## config.mk

```make
export PLATFORM = sky130hd
export DESIGN_NAME = ptw_walker
export DESIGN_NICKNAME = d
export VERILOG_FILES = /design/src/rtl/ptw_pkg.sv /design/src/rtl/ptw_addr_gen.sv /design/src/rtl/ptw_ctrl.sv /design/src/rtl/ptw_result.sv /design/src/rtl/ptw_walker.sv
export SDC_FILE = /design/constraint.sdc
export NUM_CORES = 1
export LEC_CHECK = 0
export ABC_AREA = 1
export ABC_CLOCK_PERIOD_IN_PS = 1900
export BUFFER_PORTS_ARGS = -buffer_cell sky130_fd_sc_hd__buf_2
export CAP_MARGIN = 15
export CELL_PAD_IN_SITES_DETAIL_PLACEMENT = 0
export CELL_PAD_IN_SITES_GLOBAL_PLACEMENT = 1
export CORE_ASPECT_RATIO = 0.6
export CORE_MARGIN = 3
export CORE_UTILIZATION = 34
export DETAILED_ROUTE_END_ITERATION = 8
export GPL_TIMING_DRIVEN = 1
export PLACE_DENSITY_LB_ADDON = 0.05
export SLEW_MARGIN = 20
export SYNTH_ARGS = -nofsm -noshare
export SYNTH_HDL_FRONTEND = slang
export SYNTH_HIERARCHICAL = 1
export SYNTH_SLANG_ARGS = --single-unit
```

## constraint.sdc

```tcl
create_clock -name clk -period 1.9 [get_ports clk]
set_input_delay 0.38 -clock clk [delete_from_list [all_inputs] [get_ports clk]]
set_output_delay 0.38 -clock clk [all_outputs]
set_load 0.03 [all_outputs]
```

## src/rtl/ptw_pkg.sv

```systemverilog
// Package: shared definitions for the page table walker.
// Assumes entries keep their present flag at the bit named here.
package ptw_pkg;

    // Walk sequencing states
    typedef enum logic [2:0] {
        ST_IDLE    = 3'd0,
        ST_L0_REQ  = 3'd1,
        ST_L0_WAIT = 3'd2,
        ST_L1_REQ  = 3'd3,
        ST_L1_WAIT = 3'd4,
        ST_DONE    = 3'd5
    } walk_state_t;

    // Position of the present flag inside a table entry
    localparam int PRESENT_BIT = 0;

endpackage

```

## src/rtl/ptw_addr_gen.sv

```systemverilog
// Module: ptw_addr_gen
// Forms the byte address of the table entry for the current level: the
// table frame followed by the level's index scaled by four.
// Assumes TOP_W + 2 and LEAF_W + 2 both fit inside OFFSET_W.
module ptw_addr_gen #(
    parameter int TOP_W    = 10,
    parameter int LEAF_W   = 10,
    parameter int OFFSET_W = 12,
    parameter int FRAME_W  = 20,
    localparam int VPN_W   = TOP_W + LEAF_W,
    localparam int ADDR_W  = FRAME_W + OFFSET_W
) (
    input  logic               level,
    input  logic [VPN_W-1:0]   vpn,
    input  logic [FRAME_W-1:0] table_frame,
    output logic [ADDR_W-1:0]  entry_addr
);

    logic [TOP_W+1:0]    top_byte;
    logic [LEAF_W+1:0]   leaf_byte;
    logic [OFFSET_W-1:0] entry_off;

    // Scale each index to a byte offset of a 4-byte entry
    always_comb begin
        top_byte  = {vpn[VPN_W-1:LEAF_W], 2'b00};
        leaf_byte = {vpn[LEAF_W-1:0], 2'b00};
    end

    // Pick the offset for the level being read and attach the frame
    always_comb begin
        entry_off  = level ? OFFSET_W'(leaf_byte) : OFFSET_W'(top_byte);
        entry_addr = {table_frame, entry_off};
    end

endmodule

```

## src/rtl/ptw_ctrl.sv

```systemverilog
// Module: ptw_ctrl
// Sequences a single walk: accept, read the top-level entry, read the
// second-level entry when the first is present, then hold the result.
// Assumes the memory returns exactly one data beat per accepted read.
module ptw_ctrl
    import ptw_pkg::*;
#(
    parameter int VPN_W   = 20,
    parameter int FRAME_W = 20
) (
    input  logic               clk,
    input  logic               rst_n,
    input  logic               req_valid,
    output logic               req_ready,
    input  logic [VPN_W-1:0]   req_vpn,
    input  logic [FRAME_W-1:0] req_root_frame,
    output logic               mem_req_valid,
    input  logic               mem_req_ready,
    input  logic               mem_rsp_valid,
    output logic               mem_rsp_ready,
    input  logic               entry_present,
    input  logic [FRAME_W-1:0] entry_frame,
    output logic               walk_level,
    output logic [VPN_W-1:0]   walk_vpn,
    output logic [FRAME_W-1:0] walk_frame,
    output logic               capture,
    output logic               cap_fault,
    output logic               cap_level,
    output logic               rsp_valid,
    input  logic               rsp_ready,
    output logic               busy
);

    walk_state_t        state_q, state_d;
    logic [VPN_W-1:0]   vpn_q;
    logic [FRAME_W-1:0] frame_q;
    logic               accept;
    logic               rd_done;

    // Handshake strobes derived from the current state
    always_comb begin
        req_ready     = (state_q == ST_IDLE);
        mem_req_valid = (state_q == ST_L0_REQ) || (state_q == ST_L1_REQ);
        mem_rsp_ready = (state_q == ST_L0_WAIT) || (state_q == ST_L1_WAIT);
        rsp_valid     = (state_q == ST_DONE);
        busy          = (state_q != ST_IDLE);
        walk_level    = (state_q == ST_L1_REQ) || (state_q == ST_L1_WAIT);
        accept        = req_valid && req_ready;
        rd_done       = mem_rsp_valid && mem_rsp_ready;
    end

    // Decide when the result is final and what it reports
    always_comb begin
        cap_level = (state_q == ST_L1_WAIT);
        cap_fault = !entry_present;
        capture   = rd_done && (cap_level || !entry_present);
    end

    // Next-state logic for the walk sequence
    always_comb begin
        state_d = state_q;
        unique case (state_q)
            ST_IDLE:    if (accept) state_d = ST_L0_REQ;
            ST_L0_REQ:  if (mem_req_ready) state_d = ST_L0_WAIT;
            ST_L0_WAIT: if (rd_done) state_d = entry_present ? ST_L1_REQ : ST_DONE;
            ST_L1_REQ:  if (mem_req_ready) state_d = ST_L1_WAIT;
            ST_L1_WAIT: if (rd_done) state_d = ST_DONE;
            ST_DONE:    if (rsp_ready) state_d = ST_IDLE;
            default:    state_d = ST_IDLE;
        endcase
    end

    // State register with synchronous active-low reset
    always_ff @(posedge clk) begin
        if (!rst_n) state_q <= ST_IDLE;
        else        state_q <= state_d;
    end

    // Latch the request and swap in the second-level table frame
    always_ff @(posedge clk) begin
        if (!rst_n) begin
            vpn_q   <= '0;
            frame_q <= '0;
        end else if (accept) begin
            vpn_q   <= req_vpn;
            frame_q <= req_root_frame;
        end else if (rd_done && !cap_level && entry_present) begin
            frame_q <= entry_frame;
        end
    end

    assign walk_vpn   = vpn_q;
    assign walk_frame = frame_q;

    // no request is taken while a walk or its result is pending
    p_busy_refuses_r7: assert property (@(posedge clk) disable iff (!rst_n)
        busy |-> !req_ready);

    // an accepted request makes the walker busy in the next cycle
    p_accept_busy_r7: assert property (@(posedge clk) disable iff (!rst_n)
        (req_valid && req_ready) |=> busy);

    // a stalled read keeps its request and address
    p_read_hold_r9: assert property (@(posedge clk) disable iff (!rst_n)
        (mem_req_valid && !mem_req_ready) |=> (mem_req_valid && $stable(walk_frame) && $stable(walk_level)));

    // never a new read while data is awaited
    p_single_read_r10: assert property (@(posedge clk) disable iff (!rst_n)
        mem_rsp_ready |-> !mem_req_valid);

    // an absent top-level entry never leads to a second read
    p_no_leaf_read_r5: assert property (@(posedge clk) disable iff (!rst_n)
        (mem_rsp_valid && mem_rsp_ready && !walk_level && !entry_present) |=> !mem_req_valid);

endmodule

```

## src/rtl/ptw_result.sv

```systemverilog
// Module: ptw_result
// Holds the walk outcome for the consumer: the page number, the entry
// word and the fault flags. They stay unchanged until the next capture.
// Assumes capture fires only once per walk, before the result is offered.
module ptw_result
    import ptw_pkg::*;
#(
    parameter int VPN_W = 20,
    parameter int PTE_W = 32
) (
    input  logic             clk,
    input  logic             rst_n,
    input  logic             capture,
    input  logic [VPN_W-1:0] cap_vpn,
    input  logic [PTE_W-1:0] cap_pte,
    input  logic             cap_fault,
    input  logic             cap_level,
    input  logic             rsp_valid,
    input  logic             rsp_ready,
    output logic [VPN_W-1:0] rsp_vpn,
    output logic [PTE_W-1:0] rsp_pte,
    output logic             rsp_fault,
    output logic             rsp_fault_level
);

    // Capture the final entry and its fault classification
    always_ff @(posedge clk) begin
        if (!rst_n) begin
            rsp_vpn         <= '0;
            rsp_pte         <= '0;
            rsp_fault       <= 1'b0;
            rsp_fault_level <= 1'b0;
        end else if (capture) begin
            rsp_vpn         <= cap_vpn;
            rsp_pte         <= cap_pte;
            rsp_fault       <= cap_fault;
            rsp_fault_level <= cap_fault && cap_level;
        end
    end

    // a result waiting for the consumer does not move
    p_result_hold_r8: assert property (@(posedge clk) disable iff (!rst_n)
        (rsp_valid && !rsp_ready) |=> (rsp_valid && $stable(rsp_pte) && $stable(rsp_vpn)
                                       && $stable(rsp_fault) && $stable(rsp_fault_level)));

    // a successful result carries a present entry
    p_ok_present_r4: assert property (@(posedge clk) disable iff (!rst_n)
        (rsp_valid && !rsp_fault) |-> rsp_pte[PRESENT_BIT]);

    // a faulting result carries an absent entry
    p_fault_absent_r6: assert property (@(posedge clk) disable iff (!rst_n)
        (rsp_valid && rsp_fault) |-> !rsp_pte[PRESENT_BIT]);

endmodule

```

## src/rtl/ptw_walker.sv

```systemverilog
// Module: ptw_walker
// Top of the two-level page table walker. It joins the walk sequencer,
// the entry address former and the result holder.
// Assumes entries hold the frame in their upper bits and the present
// flag in bit PRESENT_BIT.
module ptw_walker
    import ptw_pkg::*;
#(
    parameter int TOP_W    = 10,
    parameter int LEAF_W   = 10,
    parameter int OFFSET_W = 12,
    parameter int PTE_W    = 32,
    localparam int VPN_W   = TOP_W + LEAF_W,
    localparam int FRAME_W = PTE_W - OFFSET_W,
    localparam int ADDR_W  = FRAME_W + OFFSET_W
) (
    input  logic               clk,
    input  logic               rst_n,
    input  logic               req_valid,
    output logic               req_ready,
    input  logic [VPN_W-1:0]   req_vpn,
    input  logic [FRAME_W-1:0] req_root_frame,
    output logic               mem_req_valid,
    input  logic               mem_req_ready,
    output logic [ADDR_W-1:0]  mem_req_addr,
    input  logic               mem_rsp_valid,
    output logic               mem_rsp_ready,
    input  logic [PTE_W-1:0]   mem_rsp_data,
    output logic               rsp_valid,
    input  logic               rsp_ready,
    output logic [VPN_W-1:0]   rsp_vpn,
    output logic [PTE_W-1:0]   rsp_pte,
    output logic               rsp_fault,
    output logic               rsp_fault_level,
    output logic               busy
);

    logic               walk_level;
    logic [VPN_W-1:0]   walk_vpn;
    logic [FRAME_W-1:0] walk_frame;
    logic               capture;
    logic               cap_fault;
    logic               cap_level;

    ptw_ctrl #(
        .VPN_W   (VPN_W),
        .FRAME_W (FRAME_W)
    ) i_ctrl (
        .clk            (clk),
        .rst_n          (rst_n),
        .req_valid      (req_valid),
        .req_ready      (req_ready),
        .req_vpn        (req_vpn),
        .req_root_frame (req_root_frame),
        .mem_req_valid  (mem_req_valid),
        .mem_req_ready  (mem_req_ready),
        .mem_rsp_valid  (mem_rsp_valid),
        .mem_rsp_ready  (mem_rsp_ready),
        .entry_present  (mem_rsp_data[PRESENT_BIT]),
        .entry_frame    (mem_rsp_data[PTE_W-1:OFFSET_W]),
        .walk_level     (walk_level),
        .walk_vpn       (walk_vpn),
        .walk_frame     (walk_frame),
        .capture        (capture),
        .cap_fault      (cap_fault),
        .cap_level      (cap_level),
        .rsp_valid      (rsp_valid),
        .rsp_ready      (rsp_ready),
        .busy           (busy)
    );

    ptw_addr_gen #(
        .TOP_W    (TOP_W),
        .LEAF_W   (LEAF_W),
        .OFFSET_W (OFFSET_W),
        .FRAME_W  (FRAME_W)
    ) i_addr (
        .level       (walk_level),
        .vpn         (walk_vpn),
        .table_frame (walk_frame),
        .entry_addr  (mem_req_addr)
    );

    ptw_result #(
        .VPN_W (VPN_W),
        .PTE_W (PTE_W)
    ) i_result (
        .clk             (clk),
        .rst_n           (rst_n),
        .capture         (capture),
        .cap_vpn         (walk_vpn),
        .cap_pte         (mem_rsp_data),
        .cap_fault       (cap_fault),
        .cap_level       (cap_level),
        .rsp_valid       (rsp_valid),
        .rsp_ready       (rsp_ready),
        .rsp_vpn         (rsp_vpn),
        .rsp_pte         (rsp_pte),
        .rsp_fault       (rsp_fault),
        .rsp_fault_level (rsp_fault_level)
    );

    // every entry read is word aligned
    p_aligned_read_r3: assert property (@(posedge clk) disable iff (!rst_n)
        mem_req_valid |-> (mem_req_addr[1:0] == 2'b00));

    // the result offered belongs to the page number being walked
    p_echo_vpn_r10: assert property (@(posedge clk) disable iff (!rst_n)
        rsp_valid |-> (rsp_vpn == walk_vpn));

endmodule

```

==> out/results.txt, run 1 <==
crit path to -> mem_req_addr[9]
sequential area share after synthesis -> 0.448
reg2reg start -> i_ctrl/state_q[2]
largest net degree at the start of global routing -> 55
maxcap violations -> 0
cell area after synthesis -> 0.00433 mm²
Synth top area share -> 0.448
Critical Path AT -> 1.52 ns
Core Area -> 0.0123 mm²
Yosys reg bits -> 97
asr flop ratio synth -> 0
period utilisation layout -> 0.998
first-pass GRT wire length -> 21400 µm
root buffer cell -> clkbuf_16
Logic pwr share -> 0.447
Net Sw Frac -> 0.430
max frequency -> 527 MHz
Worst-path clk slew -> 0.07 ns
max-slew violation count -> 0
post-synthesis instance total -> 607
Yosys top cell by area -> dfxtp_1
# DRC -> 0
slowest CP cell -> dfxtp_2
# IOs -> 169
part of the power in registers -> 0.328
via count -> 4305
crit-path max FO -> 5
final hold vios -> 0
Final setup violation count -> 0
TritonCTS Buffers -> 9
Row Count -> 31
Iter 0 DRT Violations -> 174
initial antenna violation count -> 0
Netlist cell types -> 23
Final WS setup -> 0.00413 ns
final core utilization -> 0.456
Final Routed Wirelength -> 13800 µm
worst hold slack -> 0.254 ns
Psw -> 3.68 mW
Synthesis Warnings -> 6
layout cells sized above 1 -> 0.308
Initial Util -> 0.353
met3 Use GR -> 0.0707
HPWL Detailed -> 9440 µm
Req. time, crit path -> 1.52 ns
Final #Nets -> 826
Wirelength per Cell -> 15.0 µm
synth-to-layout area growth -> 29.1%
clock power share -> 0.225
vias in the first global route -> 4084
GPL Wtd Cong -> 0.813
Clk Latency, worst-skew pair -> 0.34 ns
RSZ-0062 raised after global routing -> yes
Hold Crit Class -> in2reg
predominant post-synthesis flop cell -> dfxtp_1
drt first pass iters -> 4
synth cell count leaders -> nor2_1, nand2_1, dfxtp_1
Worst VDD drop -> 482 µV
CTS Sinks -> 97
met1 GRT Util -> 0.281
Setup crit end kind -> primary output
ant diodes -> 0
outcome -> finished, final reports clean
Routed Antenna Nets -> 0
Clock Path Buffers -> 2
TritonCTS clock tree -> done
Leak -> 2.95 nW
CP Launch Type -> flop
Synth area leaders -> dfxtp_1, nor2_1, nand2_1
Worst R2R Setup Slack -> 0.14 ns
GRT overflow -> 0
Syn Area/Cell -> 7.14 µm²
met2 usage -> 0.268
H-Tree Depth -> 3
Reg2Reg Depth -> 12
Die Span X -> 152 µm
Most Crowded Layer GR -> met1
hold path start -> mem_rsp_data[3]
Power Internal -> 4.88 mW
Critical Path Start -> i_ctrl/state_q[2]
PwrDens -> 1530 mW/mm²
vias per inst -> 4.69
IO buf count -> 166
gr usage total -> 0.193
Setup Skew -> 0.00651 ns
most common cell in the synthesized netlist -> nor2_1
CP Cell Sequence -> inv_4 > buf_12 > nor2_4 > inv_2 > nand2_4 > buf_6 > nand2_1 > nand2_1 > buf_6
CP max stage delay -> 0.36 ns
Total Power -> 8.56 mW
Tmin final -> 1.90 ns
DIE AREA -> 0.0142 mm²
FF-to-FF End -> i_result/rsp_vpn[18]
Max-slew headroom -> 0.559
Die Ht -> 93.4 µm
worst-margin pin slew -> 0.661 ns
Post-synth EDFFs -> 0
Setup WS pre-CTS -> 0.142 ns
WS Path Type -> reg2out
-- metrics by stage --
stage	cell area (µm²)	cells	TNS, ns
after floorplan	4340	608	0
after global placement	5080	893	0
after detailed placement	5080	893	0
after CTS	5550	917	-0.000338
after global routing	5590	918	-0.622
final	5590	918	0
-- flip-flops by register name, indices dropped and copies added (netlist names) --
| signal | cells |
|---|---|
| i_result/rsp_pte | 32 |
| i_result/rsp_fault | 1 |
| i_ctrl/walk_frame | 20 |
| i_ctrl/state_q | 3 |
| i_result/rsp_fault_level | 1 |
| i_result/rsp_vpn | 20 |
| i_ctrl/walk_vpn | 20 |
-- worst min path at each step --
stage	endpoint	cells after the start
floorplan	i_ctrl/walk_vpn[0]	2
global placement	i_result/rsp_fault_level	2
detailed placement	i_result/rsp_fault_level	2
CTS	i_result/rsp_pte[8]	3
global route	i_result/rsp_pte[5]	3
finish	i_result/rsp_pte[3]	3
-- metal layers --
metal | vias up | routed length (µm) | part of all wire
li1 | 2189 | - | -
met1 | 1967 | 7050 | 0.51
met2 | 138 | 5360 | 0.39
met3 | 11 | 1230 | 0.089
met4 | 0 | 128 | 0.0093
met5 | - | 0 | 0
-- kinds of logic after synthesis --
family                 after synthesis  share of synthesized area
and+or+nand+nor                    356                      0.344
DFF                                 97                      0.448
AOI/OAI and AO/OA                   77                     0.0907
buffers and inverters               76                      0.116
other                                1                   0.000866
-- placed cells by master (no fill, tap or decap), drive strengths merged, types with 2 or more instances in the layout --
cell type | Yosys | layout
a21oi | 23 | 23
buf | 51 | 191
clkbuf | 11 | 11
clkinv | 0 | 2
conb | 1 | 2
dfxtp | 97 | 97
inv | 14 | 16
nand2 | 133 | 133
nand3 | 45 | 45
nand3b | 20 | 20
nor2 | 158 | 158
o21ai | 52 | 52
-- what timing repair did --
| item | CTS | global route |
|---|---|---|
| endpoints found under the hold margin | 0 | 0 |
| endpoints found under the setup margin | 10 | 10 |
| pin swaps | 3 | 5 |
| gates cloned | 1 | 0 |
| setup buffers | 7 | 1 |
| hold buffers | 0 | 0 |
| resized for setup | 31 | 11 |
-- power groups by stage --
| stage | Sequential (mW) | Clock (mW) | Combinational (mW) |
|---|---|---|---|
| 2_1_floorplan | 3.22 | 0 | 2.37 |
| 3_3_place_gp | 2.82 | 0 | 3.55 |
| 3_5_place_dp | 2.83 | 0 | 3.56 |
| 4_1_cts | 2.80 | 1.98 | 3.80 |
| 5_1_grt | 2.86 | 2.07 | 4.18 |
| 6_report | 2.81 | 1.93 | 3.82 |
-- worst max-delay path: cells and delay by family (launching register included) --
kind / cells / cell delay, ns
DFF: 1 / 0.36
buffers and inverters: 5 / 0.50
and+or+nand+nor: 4 / 0.33
-- cell type report --
| cell class | instances | area (µm²) |
|---|---|---|
| fillers | 1301 | 6660 |
| flip-flops and latches | 97 | 1950 |
| multi-input cells | 435 | 1940 |
| repair buffers | 191 | 1120 |
| clock buffers | 11 | 253 |
| well taps | 165 | 206 |
| inverters | 14 | 67.6 |
| clock inverters | 5 | 61.3 |
(Power assumes the default switching activity.)
==> inputs of run 2 (changes only) <==
Settings changed: PLACE_DENSITY from default to 0.82, PLACE_DENSITY_LB_ADDON 0.05 to default.
==> out/results.txt, run 2 (synthesized netlist as in run 1, its figures left out) <==
Die Span X -> 152 µm (unchanged)
Final Routed Wirelength -> 14500 µm (+5.1%)
Finished Layout Cells -> 924 (+0.65%)
Clock Path Buffers -> 2 (unchanged)
Final #Nets -> 832 (+0.73%)
Clk Latency, worst-skew pair -> 0.34 ns (about the same)
PwrDens -> 1540 mW/mm² (+0.91%)
Critical Path AT -> 1.54 ns (+0.02 ns)
worst-margin pin slew -> 0.647 ns (-0.0134 ns)
final hold vios -> 0 (unchanged)
WS Path Type -> reg2out
crit-path max FO -> 10 (+5)
drt first pass iters -> 5 (+1)
setup_tns -> -0.133 ns (-0.133 ns)
Wirelength per Cell -> 15.6 µm (+4.4%)
Worst VDD drop -> 644 µV (+34%)
H-Tree Depth -> 3 (unchanged)
maxcap violations -> 0 (unchanged)
placed cells -> 891 (-0.22%)
Setup WS pre-CTS -> 0.0437 ns (-0.0985 ns)
# fillers -> 1283 (-1.4%)
layout cells sized above 1 -> 0.327 (+0.0186)
Top reg by flops -> i_result/rsp_pte
max-slew violation count -> 0 (unchanged)
outcome -> finished, violations left
Final Cell Area -> 0.00574 mm² (+2.7%)
Setup crit end kind -> primary output
Tmin final -> 1.92 ns (+0.0278 ns)
initial antenna violation count -> 1 (+1)
Initial Util -> 0.353 (unchanged)
Largest register FFs -> 32 (unchanged)
GRT overflow -> 0 (unchanged)
# DRC -> 0 (unchanged)
DIE AREA -> 0.0142 mm² (unchanged)
most frequent cells in the layout -> buf_2, nor2_1, nand2_1, dfxtp_1, nand3_1
Hold Crit Class -> in2reg
TritonCTS clock tree -> done
failing checks -> setup timing
synth-to-layout area growth -> 32.6%
via count -> 4482 (+4.1%)
Routed Antenna Nets -> 0 (unchanged)
worst hold slack -> 0.265 ns (+0.0110 ns)
CP Launch Type -> flop
CTS Sinks -> 97 (unchanged)
Iter 0 DRT Violations -> 229 (+32%)
Setup Skew -> 0.00781 ns (+0.00131 ns)
Core Area -> 0.0123 mm² (unchanged)
Row Count -> 31 (unchanged)
DP Area -> 0.00505 mm² (-0.54%)
Max-slew headroom -> 0.568 (+0.00896)
Final WS setup -> -0.0237 ns (-0.0278 ns)
# IOs -> 169 (unchanged)
max frequency -> 520 MHz (-1.4%)
root buffer cell -> clkbuf_16
Worst-path clk slew -> 0.07 ns (about the same)
IO buf count -> 166 (unchanged)
RSZ-0062 raised after global routing -> yes
vias in the first global route -> 4178 (+2.3%)
GPL Wtd Cong -> 0.832 (+2.3%)
TritonCTS Buffers -> 9 (unchanged)
first-pass GRT wire length -> 21500 µm (+0.45%)
Final setup violation count -> 10 (+10)
Req. time, crit path -> 1.52 ns (about the same)
period utilisation layout -> 1.01 (+0.0146)
ant diodes -> 0 (unchanged)
Die Ht -> 93.4 µm (unchanged)
gr usage total -> 0.193 (-0.000225)
most common cell after layout, fill and taps aside -> buf_2
largest net degree at the start of global routing -> 55 (unchanged)
Leak -> 3.04 nW (+3.0%)
vias per inst -> 4.85 (+3.4%)
HPWL Detailed -> 9770 µm (+3.5%)
run 2: metrics by stage:
stage | power, mW | util
floorplan | 5.59 | -
global placement | 6.31 | 0.412
detailed placement | 6.38 | 0.412
CTS | 8.79 | 0.462
global route | 9.37 | 0.469
finish | 8.87 | 0.469
run 2: report_power, final:
part           total, mW  internal (mW)  switching (mW)
sequential          2.87           2.54           0.326
combinational       4.05           1.39            2.66
clock               1.95           1.15           0.800
run 2: final timing paths:
check	from	endpoint	slack [ns]	cells after the start
min reg2reg	i_result/rsp_fault	i_result/rsp_fault	0.47	2
min	mem_rsp_data[1]	i_result/rsp_pte[1]	0.27	3
max	i_ctrl/state_q[0]	mem_req_addr[4]	-0.02	10
max reg2reg	i_ctrl/state_q[0]	i_result/rsp_vpn[9]	0.12	11
run 2: per-layer routing:
metal	routed length [µm]	track usage	vias to the layer above
met5	7	0	-
met1	7000	0.273	2073
met2	5900	0.285	186
met3	1370	0.0615	20
met4	187	0.0441	2
li1	-	-	2201
run 2: critical path: stages, from the launching register on:
cell,delay (ns)
dfxtp_4,0.38
inv_4,0.05
nand2_4,0.07
nor2_4,0.04
inv_2,0.09
nand2_4,0.09
buf_12,0.14
inv_8,0.07
nand2_1,0.05
nand2_1,0.08
buf_6,0.14
run 2: repair_timing:
action	CTS	global route
buffers inserted	10	7
gates resized for setup	52	18
cloned	1	1
pin swaps	12	10
endpoints found under the setup margin	10	44
hold buffers	0	0
run 2: area by class of cell:
| type | instances | area, µm² | share of cell area |
|---|---|---|---|
| clock inverters | 7 | 95.1 | 0.0166 |
| repair inverters | 1 | 11.3 | 0.00196 |
| flip-flops and latches | 97 | 1950 | 0.340 |
| well taps | 165 | 206 | 0.0359 |
| clock buffers | 9 | 225 | 0.0392 |
| repair buffers | 196 | 1180 | 0.205 |
| inverters | 14 | 96.3 | 0.0168 |
| multi-input cells | 435 | 1980 | 0.344 |
==> inputs of run 3 (changes only) <==
==> constraint.sdc (replaced) <==
create_clock -name clk -period 1.9 [get_ports clk]
set_input_delay 0.38 -clock clk [delete_from_list [all_inputs] [get_ports clk]]
set_output_delay 0.38 -clock clk [all_outputs]
set_load 0.02 [all_outputs]
==> out/results.txt, run 3 (synthesized netlist as in run 1, its figures left out) <==
Worst VDD drop -> 517 µV (-20%)
TritonCTS Buffers -> 9 (unchanged)
Routed Antenna Nets -> 0 (unchanged)
Setup WS pre-CTS -> 0.0983 ns (+0.0546 ns)
GRT overflow -> 0 (unchanged)
IO buf count -> 166 (unchanged)
most common cell after layout, fill and taps aside -> buf_2
Top reg by flops -> i_result/rsp_pte
PwrDens -> 1470 mW/mm² (-4.6%)
DP Area -> 0.00505 mm² (unchanged)
Setup Skew -> 0.00838 ns (+0.000565 ns)
period utilisation layout -> 0.973 (-0.0395)
Initial Util -> 0.353 (unchanged)
HPWL Detailed -> 9530 µm (-2.5%)
CP max stage delay -> 0.36 ns (-0.02 ns)
Clk Latency, worst-skew pair -> 0.34 ns (about the same)
most frequent cells in the layout -> buf_2, nor2_1, nand2_1, dfxtp_1, nand3_1
final hold vios -> 0 (unchanged)
Core Area -> 0.0123 mm² (unchanged)
worst-margin pin slew -> 0.640 ns (-0.00694 ns)
Final setup violation count -> 0 (-10)
synth-to-layout area growth -> 28.5%
Critical Path AT -> 1.47 ns (-0.07 ns)
GPL Wtd Cong -> 0.828 (-0.55%)
Setup crit end kind -> primary output
Hold Crit Class -> in2reg
DIE AREA -> 0.0142 mm² (unchanged)
area of the multi-input gates -> 0.00195 mm² (-1.5%)
slowest CP cell -> dfxtp_4
Final WS setup -> 0.0513 ns (+0.0750 ns)
Worst-path clk slew -> 0.07 ns (about the same)
Row Count -> 31 (unchanged)
max-slew violation count -> 0 (unchanged)
H-Tree Depth -> 3 (unchanged)
Largest register FFs -> 32 (unchanged)
crit-path max FO -> 5 (-5)
largest net degree at the start of global routing -> 55 (unchanged)
Req. time, crit path -> 1.52 ns (about the same)
Final Routed Wirelength -> 13400 µm (-7.4%)
drt first pass iters -> 5 (unchanged)
vias per inst -> 4.76 (-1.8%)
Final #Nets -> 821 (-1.3%)
initial antenna violation count -> 0 (-1)
TritonCTS clock tree -> done
# DRC -> 0 (unchanged)
Wirelength per Cell -> 14.7 µm (-6.2%)
Tmin final -> 1.85 ns (-0.0750 ns)
WS Path Type -> reg2out
CTS Sinks -> 97 (unchanged)
root buffer cell -> clkbuf_16
FF/Latch Area -> 0.00195 mm² (-0.19%)
layout cells sized above 1 -> 0.310 (-0.0166)
CP Launch Type -> flop
gr usage total -> 0.188 (-0.00485)
# IOs -> 169 (unchanged)
Max-slew headroom -> 0.573 (+0.00463)
# fillers -> 1291 (+0.62%)
outcome -> finished, final reports clean
max frequency -> 541 MHz (+4.1%)
Iter 0 DRT Violations -> 186 (-19%)
Final Cell Area -> 0.00557 mm² (-3.1%)
vias in the first global route -> 4144 (-0.81%)
CTS Hold Bufs -> 0 (unchanged)
maxcap violations -> 0 (unchanged)
first-pass GRT wire length -> 21000 µm (-2.1%)
Clock Path Buffers -> 2 (unchanged)
via count -> 4348 (-3.0%)
CP Cell Sequence -> inv_6 > nand2_2 > inv_2 > nand2_2 > nand2_4 > buf_6 > nand2_1 > nand2_1 > buf_6
ant diodes -> 0 (unchanged)
Leak -> 2.91 nW (-4.1%)
Die Ht -> 93.4 µm (unchanged)
Die Span X -> 152 µm (unchanged)
RSZ-0062 raised after global routing -> yes
## run 3: cell count changes in the layout (fill, tap and decap cells not counted), moves of 2 or more
cell / change
clkinv_2: -2
nand2_4: -4
nand2_1: +3
buf_12: -3
inv_6: +2
buf_4: -8
## run 3: path summary, 6_finish.rpt
path / startpoint / end / slack (ns) / cells after the start
worst max-delay path: i_ctrl/state_q[2] / mem_req_addr[7] / 0.05 / 9
worst min-delay path: mem_rsp_data[4] / i_result/rsp_pte[4] / 0.26 / 3
worst max register to register: i_ctrl/state_q[0] / i_result/rsp_pte[30] / 0.13 / 12
worst min register to register: i_result/rsp_fault / i_result/rsp_fault / 0.48 / 2
## run 3: final cells by class
type                            count  area share
Clock buffer                        9      0.0404
Multi-Input combinational cell    435       0.350
Inverter                           14      0.0126
Sequential cell                    97       0.350
Timing Repair Buffer              186       0.192
Tap cell                          165      0.0371
Clock inverter                      7      0.0182
## run 3: per-stage QoR
| stage | power (mW) | setup TNS [ns] | hold slack, ns | std cells | util |
|---|---|---|---|---|---|
| 2_1_floorplan | 5.21 | 0 | 0.454 | 608 | - |
| 3_3_place_gp | 5.92 | 0 | 0.446 | 891 | 0.412 |
| 3_5_place_dp | 5.98 | 0 | 0.461 | 891 | 0.412 |
| 4_1_cts | 8.15 | 0 | 0.247 | 912 | 0.447 |
| 5_1_grt | 8.73 | -0.164 | 0.257 | 913 | 0.454 |
| 6_report | 8.20 | 0 | 0.258 | 913 | 0.454 |
## run 3: worst max-delay path, delay by kind of cell, from the launching register on
family	cells	cell delay, ns
buffers and inverters	4	0.38
DFF	1	0.36
and+or+nand+nor	5	0.38
## run 3: power breakdown
| group | leakage (nW) | total, mW | switching, mW | internal [mW] |
|---|---|---|---|---|
| combinational | 1.97 | 3.38 | 2.18 | 1.20 |
| clock | 0.153 | 1.99 | 0.828 | 1.17 |
| sequential | 0.793 | 2.83 | 0.296 | 2.53 |
| total | 2.91 | 8.20 | 3.31 | 4.90 |
## run 3: what timing repair did
item                                    4_1_cts  5_1_grt
cloned                                        1        0
resized for setup                            25       26
pin swaps                                     2       11
endpoints found under the setup margin       12       12
buffers inserted                              4        1
## run 3: metal layers
| metal | share of wire | global-route usage |
|---|---|---|
| met1 | 0.48 | 0.260 |
| met2 | 0.42 | 0.281 |
| met3 | 0.098 | 0.0678 |
| met4 | 0.0073 | 0.0396 |
| met5 | 0 | 0 |
